**src/rtl/sat_acc_pkg.sv**
```systemverilog
package sat_acc_pkg;

  typedef enum logic {
    OP_ADD = 1'b0,
    OP_SUB = 1'b1
  } acc_op_e;

  // Signed overflow from sign bits of operand a, operand b and wrapped result r.
  function automatic logic sign_overflow(input logic sa, input logic sb,
                                         input logic sr, input acc_op_e op);
    if (op == OP_ADD)
      return ~(sa ^ sb) & (sa ^ sr);
    else
      return (sa ^ sb) & (sa ^ sr);
  endfunction

endpackage

```
**src/rtl/sat_acc_alu.sv**
```systemverilog
module sat_acc_alu
  import sat_acc_pkg::*;
#(
  parameter int W = 64
) (
  input  logic [W-1:0] acc,
  input  logic [W-1:0] operand,
  input  acc_op_e      op,
  output logic [W-1:0] result,
  output logic         ovf
);

  localparam logic [W-1:0] POS_LIMIT = {1'b0, {(W-1){1'b1}}};
  localparam logic [W-1:0] NEG_LIMIT = {1'b1, {(W-1){1'b0}}};

  logic [W-1:0] wrapped;

  always_comb begin
    if (op == OP_SUB) wrapped = acc - operand;
    else              wrapped = acc + operand;
    ovf = sign_overflow(acc[W-1], operand[W-1], wrapped[W-1], op);
    if (!ovf)              result = wrapped;
    else if (wrapped[W-1]) result = POS_LIMIT;
    else                   result = NEG_LIMIT;
  end

endmodule

```
**src/rtl/sat_acc_bank.sv**
```systemverilog
module sat_acc_bank #(
  parameter int NUM_ACC = 4,
  parameter int HALF_W  = 32,
  localparam int IDX_W  = $clog2(NUM_ACC),
  localparam int FULL_W = 2 * HALF_W
) (
  input  logic              clk,
  input  logic              rst_n,
  input  logic              wr_en,
  input  logic [IDX_W-1:0]  wr_idx,
  input  logic [FULL_W-1:0] wr_val,
  input  logic              ld_hi_en,
  input  logic              ld_lo_en,
  input  logic [IDX_W-1:0]  ld_idx,
  input  logic [HALF_W-1:0] ld_data,
  input  logic [IDX_W-1:0]  op_idx,
  output logic [FULL_W-1:0] op_val,
  input  logic [IDX_W-1:0]  rd_idx,
  output logic [HALF_W-1:0] rd_hi,
  output logic [HALF_W-1:0] rd_lo
);

  logic [HALF_W-1:0] hi_q [NUM_ACC];
  logic [HALF_W-1:0] lo_q [NUM_ACC];

  for (genvar i = 0; i < NUM_ACC; i++) begin : g_entry
    logic upd_here, ldh_here, ldl_here;
    assign upd_here = wr_en    && (wr_idx == IDX_W'(i));
    assign ldh_here = ld_hi_en && (ld_idx == IDX_W'(i));
    assign ldl_here = ld_lo_en && (ld_idx == IDX_W'(i));

    always_ff @(posedge clk) begin
      if (!rst_n) begin
        hi_q[i] <= '0;
        lo_q[i] <= '0;
      end else begin
        if (upd_here)      hi_q[i] <= wr_val[FULL_W-1:HALF_W];
        else if (ldh_here) hi_q[i] <= ld_data;
        if (upd_here)      lo_q[i] <= wr_val[HALF_W-1:0];
        else if (ldl_here) lo_q[i] <= ld_data;
      end
    end
  end

  assign op_val = {hi_q[op_idx], lo_q[op_idx]};
  assign rd_hi  = hi_q[rd_idx];
  assign rd_lo  = lo_q[rd_idx];

endmodule

```
**src/rtl/sat_acc_flags.sv**
```systemverilog
module sat_acc_flags #(
  parameter int NUM_ACC   = 4,
  parameter int FLAG_BASE = 16,
  parameter int CTRL_W    = 32,
  localparam int IDX_W    = $clog2(NUM_ACC)
) (
  input  logic              clk,
  input  logic              rst_n,
  input  logic              set_en,
  input  logic [IDX_W-1:0]  set_idx,
  output logic [CTRL_W-1:0] ctrl
);

  for (genvar b = 0; b < CTRL_W; b++) begin : g_bit
    if (b >= FLAG_BASE && b < FLAG_BASE + NUM_ACC) begin : g_sticky
      logic q;
      always_ff @(posedge clk) begin
        if (!rst_n)
          q <= 1'b0;
        else if (set_en && set_idx == IDX_W'(b - FLAG_BASE))
          q <= 1'b1;
      end
      assign ctrl[b] = q;
    end else begin : g_zero
      assign ctrl[b] = 1'b0;
    end
  end

endmodule

```
**src/rtl/sat_acc_unit.sv**
```systemverilog
module sat_acc_unit
  import sat_acc_pkg::*;
#(
  parameter int NUM_ACC   = 4,
  parameter int HALF_W    = 32,
  parameter int FLAG_BASE = 16,
  parameter int CTRL_W    = 32,
  localparam int IDX_W    = $clog2(NUM_ACC),
  localparam int FULL_W   = 2 * HALF_W
) (
  input  logic              clk,
  input  logic              rst_n,
  input  logic              upd_valid,
  output logic              upd_ready,
  input  logic [IDX_W-1:0]  upd_idx,
  input  logic              upd_sub,
  input  logic [FULL_W-1:0] upd_operand,
  input  logic              ld_hi_en,
  input  logic              ld_lo_en,
  input  logic [IDX_W-1:0]  ld_idx,
  input  logic [HALF_W-1:0] ld_data,
  input  logic [IDX_W-1:0]  rd_idx,
  output logic [HALF_W-1:0] rd_hi,
  output logic [HALF_W-1:0] rd_lo,
  output logic [CTRL_W-1:0] ctrl_flags
);

  logic              upd_fire;
  logic [FULL_W-1:0] acc_cur;
  logic [FULL_W-1:0] alu_res;
  logic              alu_ovf;
  acc_op_e           op_sel;

  // Direct loads take the cycle; updates wait.
  assign upd_ready = !(ld_hi_en || ld_lo_en);
  assign upd_fire  = upd_valid && upd_ready;
  assign op_sel    = upd_sub ? OP_SUB : OP_ADD;

  sat_acc_bank #(.NUM_ACC(NUM_ACC), .HALF_W(HALF_W)) u_bank (
    .clk     (clk),
    .rst_n   (rst_n),
    .wr_en   (upd_fire),
    .wr_idx  (upd_idx),
    .wr_val  (alu_res),
    .ld_hi_en(ld_hi_en),
    .ld_lo_en(ld_lo_en),
    .ld_idx  (ld_idx),
    .ld_data (ld_data),
    .op_idx  (upd_idx),
    .op_val  (acc_cur),
    .rd_idx  (rd_idx),
    .rd_hi   (rd_hi),
    .rd_lo   (rd_lo)
  );

  sat_acc_alu #(.W(FULL_W)) u_alu (
    .acc    (acc_cur),
    .operand(upd_operand),
    .op     (op_sel),
    .result (alu_res),
    .ovf    (alu_ovf)
  );

  sat_acc_flags #(.NUM_ACC(NUM_ACC), .FLAG_BASE(FLAG_BASE), .CTRL_W(CTRL_W)) u_flags (
    .clk    (clk),
    .rst_n  (rst_n),
    .set_en (upd_fire && alu_ovf),
    .set_idx(upd_idx),
    .ctrl   (ctrl_flags)
  );

endmodule

```
**config.mk**
```make
export PLATFORM = sky130hd
export DESIGN_NAME = sat_acc_unit
export DESIGN_NICKNAME = d
export VERILOG_FILES = /design/src/rtl/sat_acc_pkg.sv /design/src/rtl/sat_acc_alu.sv /design/src/rtl/sat_acc_bank.sv /design/src/rtl/sat_acc_flags.sv /design/src/rtl/sat_acc_unit.sv
export SDC_FILE = /design/constraint.sdc
export NUM_CORES = 1
export LEC_CHECK = 0
export ABC_AREA = 0
export BUFFER_PORTS_ARGS = -buffer_cell sky130_fd_sc_hd__buf_2
export CORE_MARGIN = 1.5
export CORE_UTILIZATION = 45
export DETAILED_ROUTE_END_ITERATION = 10
export GPL_ROUTABILITY_DRIVEN = 0
export PLACE_DENSITY_LB_ADDON = 0.1
export SLEW_MARGIN = 20
export SYNTH_ARGS = -nofsm -noshare
export SYNTH_HDL_FRONTEND = slang
export SYNTH_SLANG_ARGS = --single-unit
export TNS_END_PERCENT = 5
```
**constraint.sdc**
```tcl
create_clock -name clk -period 6.1 [get_ports clk]
set_input_delay 0.61 -clock clk [delete_from_list [all_inputs] [get_ports clk]]
set_output_delay 0.61 -clock clk [all_outputs]
set_load 0.005 [all_outputs]
```
==> run metrics <==
share of cells above drive strength 1=25.3%; Initial Util=45.7%; Netlist cell types=71; number of synthesized register bits=260; remaining routing DRC violations=0; worst rel slew slack=29.9%; Overall Global Routing Usage=32.6%; CTS tree=yes; Sink Count=260; htree depth=1; post-CTS setup buffer count=0; die height=213 um; dpl hpwl=52,700 um; fillers=3,813; fin area=22,500 um2; Required @ worst endpoint=6400 ps; CP arrival=5940 ps; Final setup viols=0; grt total ovfl=0; Most Crowded Layer GR=met2; Die ar.=45,200 um2; post-route ant nets=0; vias in the first global route=16,200; top post-synthesis cells by area=edfxtp_1 (39%), mux4_2 (15%), a221o_1 (12%), ha_1 (4.0%), xnor2_1 (3.7%); largest net degree at the start of global routing=44; max-slew violation count=0; TritonRoute pass-1 iters=5; Tmin final=5640 ps; Avg Inst Size Synth=11.3 um2; routed vias=16,900; critical path class=primary input to flip-flop; final worst slack=458 ps; met3 GRT Util=6.38%; Slew @ Worst Pin=1050 ps; CTS buffer count=27; Post-Syn Instances=1,749; Max IR drop VDD=0.145 mV; clock-pin slew on the worst setup and hold paths=60 ps; Final Hold Fails=0; ANT cells=0; Overall Power=0.00576 W; Area after DPL=21,700 um2; peak fanout along the critical path=26; input/output buffers=176; Row Count=76; Iter 0 DRT Violations=2,035; post-CTS sizing=0; met1 Use GR=46.3%; Worst Hold Class=primary input to flip-flop; Die W=213 um; synth-to-layout area growth=13.9%; Layout Skew=23.2 ps; DR vias/cell=6.80; Post-Syn Area=19,800 um2; initial antenna violation count=3; Final #Nets=2,056; fmax=177 MHz; Critical Path Start Type=primary input; ratio of final minimum period to clock period=92.5%; overall routed net length=73,900 um; first-pass GRT wire length=107,000 um; total core area=43,300 um2; Top FF cell, synth=edfxtp_1; Hold Buf Count CTS=0; pwr dens=255 nW/um2; status=complete, no violations; Yosys top cell by area=edfxtp_1; top cells by count, synth=edfxtp_1 (256), a221o_1 (229), mux4_2 (128); setup TNS=0 ps; Avg WL per Cell=29.7 um; clock tree buffer depth=3; ys async rst share=0%; EDFF count, synth=256; most common cell in the netlist=edfxtp_1; top cell type's share of synthesized area=38.8%; Root Driver=clkbuf_16; Ports=205; max_cap viols=0; post-synthesis sequential area ratio=39.3%; RSZ-0062 raised after global routing=false; Static Leakage=8.59 nW; grt met2 use=50.2%; Clock Latency Late Sink=570 ps; YS warnings=0; dpl ws=21.5 ps; CP Capture Type=flip-flop
==> stage by stage <==
step | hold slack (ps) | utilization [%] | std cells
CTS | 426 | 52.1 | 2487
finish | 443 | 52.1 | 2487
floorplan | 426 | - | 1776
global route | 467 | 52.1 | 2487
global placement | 439 | 50.1 | 2439
detailed placement | 440 | 50.1 | 2439
==> where the power goes <==
| group | internal [W] | switching, W | total (W) | leakage [nW] |
|---|---|---|---|---|
| Combinational | 0.000699 | 0.00127 | 0.00197 | 5.46 |
| Clock | 0.000939 | 0.000714 | 0.00165 | 0.415 |
| Sequential | 0.00209 | 0.0000500 | 0.00214 | 2.72 |
==> kinds of logic after synthesis <==
kind of cell	share of synthesized area (%)
buf+inv	5.52
simple gates	9.38
fa+ha+maj	4.15
mux	14.7
xor+xnor	5.61
compound gates	21.4
flops	39.3
other cells	0.0189
==> metal layers <==
| layer | share of wire [%] | vias up |
|---|---|---|
| met5 | 0.037 | - |
| met4 | 3.4 | 4 |
| met3 | 11 | 113 |
| met2 | 45 | 1071 |
| met1 | 41 | 8425 |
| li1 | - | 7302 |
==> registers in the layout, indices dropped and copies added, names as in the netlist <==
signal / count
u_flags.g_bit.g_sticky.q: 4
u_bank.hi_q: 128
u_bank.lo_q: 128
==> cell usage in the layout, fill, tap and decap left out, types with 76 or more instances in the layout <==
cell type	count
buf_4	83
a21oi_1	122
edfxtp_1	256
nand2_1	124
xnor2_1	83
mux4_2	128
o21ai_0	76
buf_2	173
a221o_1	229
nor2_1	97
==> final timing paths <==
check | start | endpoint | slack (ps) | depth (start not counted)
setup / recovery | upd_operand[0] | u_bank.hi_q[0][19] | 460 | 27
setup reg to reg | u_bank.lo_q[3][0] | u_bank.hi_q[3][20] | 1550 | 14
hold / removal | rst_n | u_flags.g_bit[17].g_sticky.q | 440 | 3
hold reg to reg | u_flags.g_bit[16].g_sticky.q | u_flags.g_bit[16].g_sticky.q | 460 | 2
==> worst max-delay path, cell delays in order <==
cell	delay (ps)
buf_2	120
inv_1	60
ha_1	170
nor4b_1	280
buf_4	170
and3_1	270
nand3_1	230
nor4_1	370
nand2_1	160
nor2_1	120
buf_4	140
a21oi_1	100
a21oi_1	210
xor2_1	270
ha_1	300
a21o_1	190
a21o_1	160
a21oi_1	250
o22ai_1	140
a211oi_1	230
o21ai_1	100
buf_4	180
xnor2_2	210
buf_12	200
a21oi_4	120
buf_12	230
a221o_1	330
==> layout make-up <==
class | count | area [um2] | share of cell area (%)
multi-input cells | 1285 | 11100 | 49.3
flip-flops and latches | 260 | 7770 | 34.5
clock inverters | 15 | 158 | 0.699
well taps | 585 | 732 | 3.25
inverters | 30 | 113 | 0.500
repair buffers | 279 | 1950 | 8.65
clock buffers | 33 | 698 | 3.10
Power figures use the tool's default switching activity.
